**src/rtl/capcmp_pkg.sv**
```systemverilog
package capcmp_pkg;
  localparam logic [3:0] CM_OFF      = 4'b0000;
  localparam logic [3:0] CM_CAP_FALL = 4'b0100;
  localparam logic [3:0] CM_CAP_RISE = 4'b0101;
  localparam logic [3:0] CM_CAP_R4   = 4'b0110;
  localparam logic [3:0] CM_CAP_R16  = 4'b0111;
  localparam logic [3:0] CM_CMP_SET  = 4'b1000;
  localparam logic [3:0] CM_CMP_CLR  = 4'b1001;
  localparam logic [3:0] CM_CMP_FLAG = 4'b1010;
  localparam logic [3:0] CM_CMP_TRIG = 4'b1011;

  function automatic logic is_compare(input logic [3:0] m);
    return m[3:2] == 2'b10;
  endfunction
endpackage

```
**src/rtl/capcmp_edge.sv**
```systemverilog
module capcmp_edge
  import capcmp_pkg::*;
#(
  parameter int DIV_A = 4,
  parameter int DIV_B = 16
) (
  input  logic       clk,
  input  logic       rst_n,
  input  logic       pin_i,
  input  logic [3:0] mode_i,
  input  logic       mode_chg_i,
  output logic       cap_ev_o
);
  localparam int CW = $clog2(DIV_B + 1);

  logic [2:0]    sh_q;
  logic [CW-1:0] cnt_q, cnt_d, lim;
  logic          rise, fall;

  always_ff @(posedge clk or negedge rst_n)
    if (!rst_n) sh_q <= '0;
    else        sh_q <= {sh_q[1:0], pin_i};

  assign rise = sh_q[1] & ~sh_q[2];
  assign fall = ~sh_q[1] & sh_q[2];
  assign lim  = (mode_i == CM_CAP_R16) ? CW'(DIV_B - 1) : CW'(DIV_A - 1);

  always_comb begin
    cap_ev_o = 1'b0;
    cnt_d    = cnt_q;
    if (mode_chg_i) cnt_d = '0;
    else begin
      case (mode_i)
        CM_CAP_FALL: cap_ev_o = fall;
        CM_CAP_RISE: cap_ev_o = rise;
        CM_CAP_R4, CM_CAP_R16:
          if (rise) begin
            if (cnt_q == lim) begin
              cap_ev_o = 1'b1;
              cnt_d    = '0;
            end else cnt_d = cnt_q + 1'b1;
          end
        default: ;
      endcase
    end
  end

  always_ff @(posedge clk or negedge rst_n)
    if (!rst_n) cnt_q <= '0;
    else        cnt_q <= cnt_d;


  div4_range_chk: assert property (@(posedge clk) disable iff (!rst_n)
    (mode_i == CM_CAP_R4 && !mode_chg_i) |-> (cnt_q < CW'(DIV_A)));
endmodule

```
**src/rtl/capcmp_match.sv**
```systemverilog
module capcmp_match #(
  parameter int TW = 16
) (
  input  logic          clk,
  input  logic          rst_n,
  input  logic          en_i,
  input  logic [TW-1:0] timer_i,
  input  logic [TW-1:0] ref_i,
  output logic          hit_o
);
  logic [TW-1:0] tprev_q;

  always_ff @(posedge clk or negedge rst_n)
    if (!rst_n) tprev_q <= '0;
    else        tprev_q <= timer_i;

  assign hit_o = en_i && (timer_i == ref_i) && (timer_i != tprev_q);


  hold_nohit_chk: assert property (@(posedge clk) disable iff (!rst_n)
    hit_o |=> !(hit_o && $stable(timer_i)));
endmodule

```
**src/rtl/capcmp_unit.sv**
```systemverilog
module capcmp_unit
  import capcmp_pkg::*;
#(
  parameter int TW    = 16,
  parameter int DIV_A = 4,
  parameter int DIV_B = 16
) (
  input  logic          clk,
  input  logic          rst_n,
  input  logic [3:0]    mode_i,
  input  logic [TW-1:0] timer_i,
  input  logic          pin_i,
  input  logic          val_we_i,
  input  logic [TW-1:0] val_wdata_i,
  input  logic          irq_clr_i,
  output logic [TW-1:0] val_o,
  output logic          pin_o,
  output logic          trig_o,
  output logic          irq_o
);
  logic [3:0] mode_q;
  logic       mode_chg, cap_ev, hit;

  assign mode_chg = (mode_i != mode_q);

  capcmp_edge #(.DIV_A(DIV_A), .DIV_B(DIV_B)) u_edge (
    .clk(clk), .rst_n(rst_n), .pin_i(pin_i), .mode_i(mode_i),
    .mode_chg_i(mode_chg), .cap_ev_o(cap_ev)
  );

  capcmp_match #(.TW(TW)) u_match (
    .clk(clk), .rst_n(rst_n), .en_i(!mode_chg && is_compare(mode_i)),
    .timer_i(timer_i), .ref_i(val_o), .hit_o(hit)
  );

  always_ff @(posedge clk or negedge rst_n)
    if (!rst_n) begin
      mode_q <= CM_OFF;
      val_o  <= '0;
      pin_o  <= 1'b0;
      trig_o <= 1'b0;
      irq_o  <= 1'b0;
    end else begin
      mode_q <= mode_i;
      if (cap_ev)        val_o <= timer_i;
      else if (val_we_i) val_o <= val_wdata_i;
      if (mode_chg) begin
        if (mode_i == CM_CMP_SET)      pin_o <= 1'b0;
        else if (mode_i == CM_CMP_CLR) pin_o <= 1'b1;
      end else if (hit) begin
        if (mode_i == CM_CMP_SET)      pin_o <= 1'b1;
        else if (mode_i == CM_CMP_CLR) pin_o <= 1'b0;
      end
      trig_o <= hit && (mode_i == CM_CMP_TRIG);
      if (cap_ev || hit)  irq_o <= 1'b1;
      else if (irq_clr_i) irq_o <= 1'b0;
    end


  cap_load_chk: assert property (@(posedge clk) disable iff (!rst_n)
    cap_ev |=> (val_o == $past(timer_i)));

  trig_flag_chk: assert property (@(posedge clk) disable iff (!rst_n)
    trig_o |-> irq_o);

  flag_cause_chk: assert property (@(posedge clk) disable iff (!rst_n)
    $rose(irq_o) |-> $past(cap_ev || hit));

  pin_hold_chk: assert property (@(posedge clk) disable iff (!rst_n)
    (!mode_chg && !is_compare(mode_i)) |=> $stable(pin_o));
endmodule

```
**config.mk**
```make
export PLATFORM = sky130hd
export DESIGN_NAME = capcmp_unit
export DESIGN_NICKNAME = d
export VERILOG_FILES = /design/src/rtl/capcmp_pkg.sv /design/src/rtl/capcmp_edge.sv /design/src/rtl/capcmp_match.sv /design/src/rtl/capcmp_unit.sv
export SDC_FILE = /design/constraint.sdc
export NUM_CORES = 1
export LEC_CHECK = 0
export ABC_CLOCK_PERIOD_IN_PS = 1900
export CORE_ASPECT_RATIO = 0.75
export CORE_UTILIZATION = 56
export DETAILED_ROUTE_END_ITERATION = 7
export DONT_BUFFER_PORTS = 1
export GPL_TIMING_DRIVEN = 0
export PLACE_DENSITY = 0.84
export RECOVER_POWER = 50
export SLEW_MARGIN = 5
export SYNTH_ARGS = -nofsm -noshare
export SYNTH_HDL_FRONTEND = slang
export SYNTH_SLANG_ARGS = --single-unit
```
**constraint.sdc**
```tcl
create_clock -name clk -period 1.9 [get_ports clk]
set_input_delay 0.095 -clock clk [delete_from_list [all_inputs] [get_ports clk]]
set_output_delay 0.095 -clock clk [all_outputs]
set_load 0.02 [all_outputs]
```
==> results by group <==
Cells and area
  – Non-filler cells, final: ~270
  – Synthesis-to-finish area growth: 24.2%
  – Fraction of final layout cells with drive strength greater than 1: 26.7%
  – Net count of the finished layout: roughly 260
  – Area occupied by multi-input gates: approximately 1100 um2
  – Total non-filler cell area in the finished layout: around 2900 um2
  – Filler cells: approximately 250
  – ANT cells: 0
  – Storage cell area: 1180 um2
  – Final core area utilization: between 70 and 80%

Timing
  – Final worst-path setup slack: -0.0591 ns
  – Worst-margin pin slew: 1.13 ns
  – Min cycle time layout: approximately 2 ns
  – Slew HR: 24.8%
  – F_max: roughly 0.51 GHz
  – Final number of hold-violating endpoints: 0
  – Pins over their slew limit: 0
  – Worst-case clock skew: ~0.0058 ns
  – Total Negative Setup Slacks: -0.676 ns
  – Tcrit/Tclk final: 103%
  – Finish-stage setup viols: 15
  – RSZ-0062 raised after global routing: yes

Placement
  – Post-Place Cells: between 200 and 250
  – Weighted congestion at the end of routability-driven global placement: approximately 0.85
  – Port Buffer Count: 0
  – Minimum setup slack after placement: -0.182 ns
  – HPWL after detailed placement: about 3300 um
  – Placed standard-cell area: about 2400 um2

Synthesis
  – Unique cell type count in the Yosys netlist: 32
  – Post-synthesis net count: approximately 220
  – Count leader, synth: sky130_fd_sc_hd__dfrtp_1
  – Cell types with the largest area share after synthesis: sky130_fd_sc_hd__dfrtp_1, sky130_fd_sc_hd__mux2_2, sky130_fd_sc_hd__xor2_1, sky130_fd_sc_hd__xnor2_1, sky130_fd_sc_hd__mux2_4
  – Leading area contributor after synthesis: sky130_fd_sc_hd__dfrtp_1
  – Most frequent cells after synthesis: sky130_fd_sc_hd__dfrtp_1, sky130_fd_sc_hd__xor2_1, sky130_fd_sc_hd__mux2_2, sky130_fd_sc_hd__xnor2_1, sky130_fd_sc_hd__nor2_1
  – Yosys Warn Count: 0
  – Count of flip-flops with a built-in enable after synthesis: 0
  – Area share of the largest cell type after synthesis: around 51%
  – Gate count of the mapped netlist: 180
  – Mean Syn Cell Area: 12.8 um2
  – Async set-reset flop share out of synthesis: 100%
  – Sequential-to-total area share from yosys stat: between 50% and 60%
  – Total standard cell area after synthesis: 2300 um2
  – Number of register bits inferred by synthesis: 47
  – Primary flip-flop cell chosen by synthesis mapping: sky130_fd_sc_hd__dfrtp_1

Global route
  – All-layer global routing usage: between 20% and 30%
  – Number of global-route vias before repair: around 1700
  – Initial antenna violation count: 0
  – Wire length of the first global-routing pass: approximately 8400 um
  – Maximum number of pins on one net before global-route repair: 48
  – Grt ovf: 0

Setup path
  – Critical path endpoint category: register
  – CP startpoint kind: register
  – Largest driver fanout on the critical path: 5
  – Worst Setup Path Type: register to register
  – Launching point of the worst reg2reg path: u_edge.cnt_q[2]
  – Arrival time of the worst setup path: 2.15 ns
  – Required arrival time at the worst endpoint: approximately 2.1 ns
  – Startpoint of the worst setup timing path: u_edge.cnt_q[2]

Status
  – Violated checks: negative setup slack
  – Status: finished with violations

CTS
  – Number of buffers inserted during clock tree synthesis: 5
  – Clock-pin slew on the worst setup and hold paths: roughly 0.080 ns
  – CTS tree: built
  – Longest Clk Path Bufs: 2
  – Number of levels the H-tree was split into: 2
  – Clock root buffer master: sky130_fd_sc_hd__clkbuf_8
  – TritonCTS sink count: 47
  – Clk Latency, worst-skew pair: around 0.30 ns

Power and ir drop
  – Power per unit of standard cell area: between 700 and 800 nW/um2
  – Standby leakage power: around 0.0012 uW
  – Peak ir drop on the vdd network: about 550 uV

Routing
  – Vias/cell: just under 6
  – Vias post-DR: about 1600
  – Number of nets still failing antenna checks after routing: 0
  – Number of violations reported at the end of detailed-routing iteration 0: 73
  – Routed wirelength normalized by instance count: 19.4 um
  – Router iterations before antenna repair: 4
  – DRC violation count after routing: 0
  – Wirelength, routed: between 5000 and 6000 um

Floorplanning
  – Initial cell density of the core: between 60% and 70%
  – Die width: 76.0 um
  – Num ports: 60
  – Die footprint: 4370 um2
  – Height of the chip: 57.5 um
  – Row count: 19
  – Core region area: roughly 3800 um2

Job
  – Max-cap check violation count: 0

Worst hold path
  – Source of the worst hold timing path: val_wdata_i[0]
  – Worst min path class: input pin to register
[critical path: stages, from the launching register on]
cell	delay, ns
sky130_fd_sc_hd__dfrtp_1	0.40
sky130_fd_sc_hd__a211o_1	0.28
sky130_fd_sc_hd__a211o_1	0.28
sky130_fd_sc_hd__nor2_2	0.09
sky130_fd_sc_hd__o2111a_1	0.21
sky130_fd_sc_hd__buf_6	0.15
sky130_fd_sc_hd__clkbuf_16	0.15
sky130_fd_sc_hd__mux2_4	0.29
[routing by layer]
layer  part of all wire (%)  GRT usage [%]  wire length, um
met2                     49           42.1             2570
met1                     43           33.1             2290
met4                    1.9           10.7               99
met5                      0              0                0
met3                    6.2           6.56              330
[what timing repair did]
item / 4_1_cts / 5_1_grt
pin swaps: 2 / 4
endpoints found under the hold margin: 85 / 0
endpoints found under the setup margin: 17 / 18
cloned: 0 / 1
resized for setup: 5 / 8
buffers inserted: 5 / 3
hold buffers: 24 / 0
[through the flow]
step / total power (uW) / hold slack, ns
floorplan: 1350 / -0.201
global placement: 1380 / -0.200
detailed placement: 1390 / -0.200
CTS: 2120 / 0.0462
global route: 2190 / 0.0555
finish: 2120 / 0.0519
[flip-flops by register name, indices dropped and copies added (netlist names)]
register         flops
u_edge.cnt_q         5
irq_o                1
pin_o                1
val_o               16
mode_q               4
u_edge.sh_q          3
u_match.tprev_q     16
trig_o               1
[worst paths after layout]
path                                       endpoint  slack [ns]  cells past startpoint
worst max-delay path                      val_o[15]       -0.06                      7
worst min-delay path                       val_o[0]        0.05                      2
worst max register to register            val_o[15]       -0.06                      7
worst min register to register       u_edge.sh_q[1]        0.36                      0
max in group asynchronous       u_match.tprev_q[12]        0.62                      2
min in group asynchronous                  val_o[4]        0.59                      2
[placed cells by master, fill, tap and decap left out, types with 2 or more instances in the layout]
cell	count
sky130_fd_sc_hd__xor2_1	23
sky130_fd_sc_hd__buf_4	7
sky130_fd_sc_hd__mux2_2	17
sky130_fd_sc_hd__o21ai_0	3
sky130_fd_sc_hd__buf_12	2
sky130_fd_sc_hd__nand4_1	7
sky130_fd_sc_hd__clkbuf_8	7
sky130_fd_sc_hd__xnor2_1	16
sky130_fd_sc_hd__nor4_2	2
sky130_fd_sc_hd__dlygate4sd3_1	23
sky130_fd_sc_hd__a21oi_1	2
sky130_fd_sc_hd__nor2_1	9
sky130_fd_sc_hd__clkbuf_1	3
sky130_fd_sc_hd__nand3_1	5
sky130_fd_sc_hd__a211o_1	2
sky130_fd_sc_hd__dfrtp_1	47
sky130_fd_sc_hd__nor3_1	2
sky130_fd_sc_hd__nand2_1	3
sky130_fd_sc_hd__nor4_1	3
sky130_fd_sc_hd__mux2_4	14
sky130_fd_sc_hd__buf_6	2
sky130_fd_sc_hd__nor2b_1	2
[layout make-up]
class | instances | area share, %
sequential | 47 | 41.2
tap | 52 | 2.28
inverter | 2 | 0.263
clock buffer | 8 | 3.50
buffer | 5 | 1.75
multi-input combinational | 126 | 39.4
timing repair buffer | 33 | 11.7
[power by group]
part | total [uW] | internal [uW] | switching, uW
Clock | 662 | 332 | 330
Combinational | 293 | 173 | 120
Sequential | 1160 | 1060 | 103
Total | 2120 | 1570 | 553
[logic make-up (layout without fill, tap and decap cells)]
group | count (synthesis) | in the layout | share of synthesized area (%)
muxes | 32 | 32 | 17.1
xor gates and xnor gates | 40 | 40 | 15.2
DFF | 47 | 47 | 51.1
AOI/OAI and AO/OA | 11 | 11 | 3.37
buffers and inverters | 7 | 48 | 2.50
and+or+nand+nor | 42 | 42 | 10.1
adders and majority gates | 1 | 1 | 0.544
No activity file was read; power rests on OpenSTA's default activity.
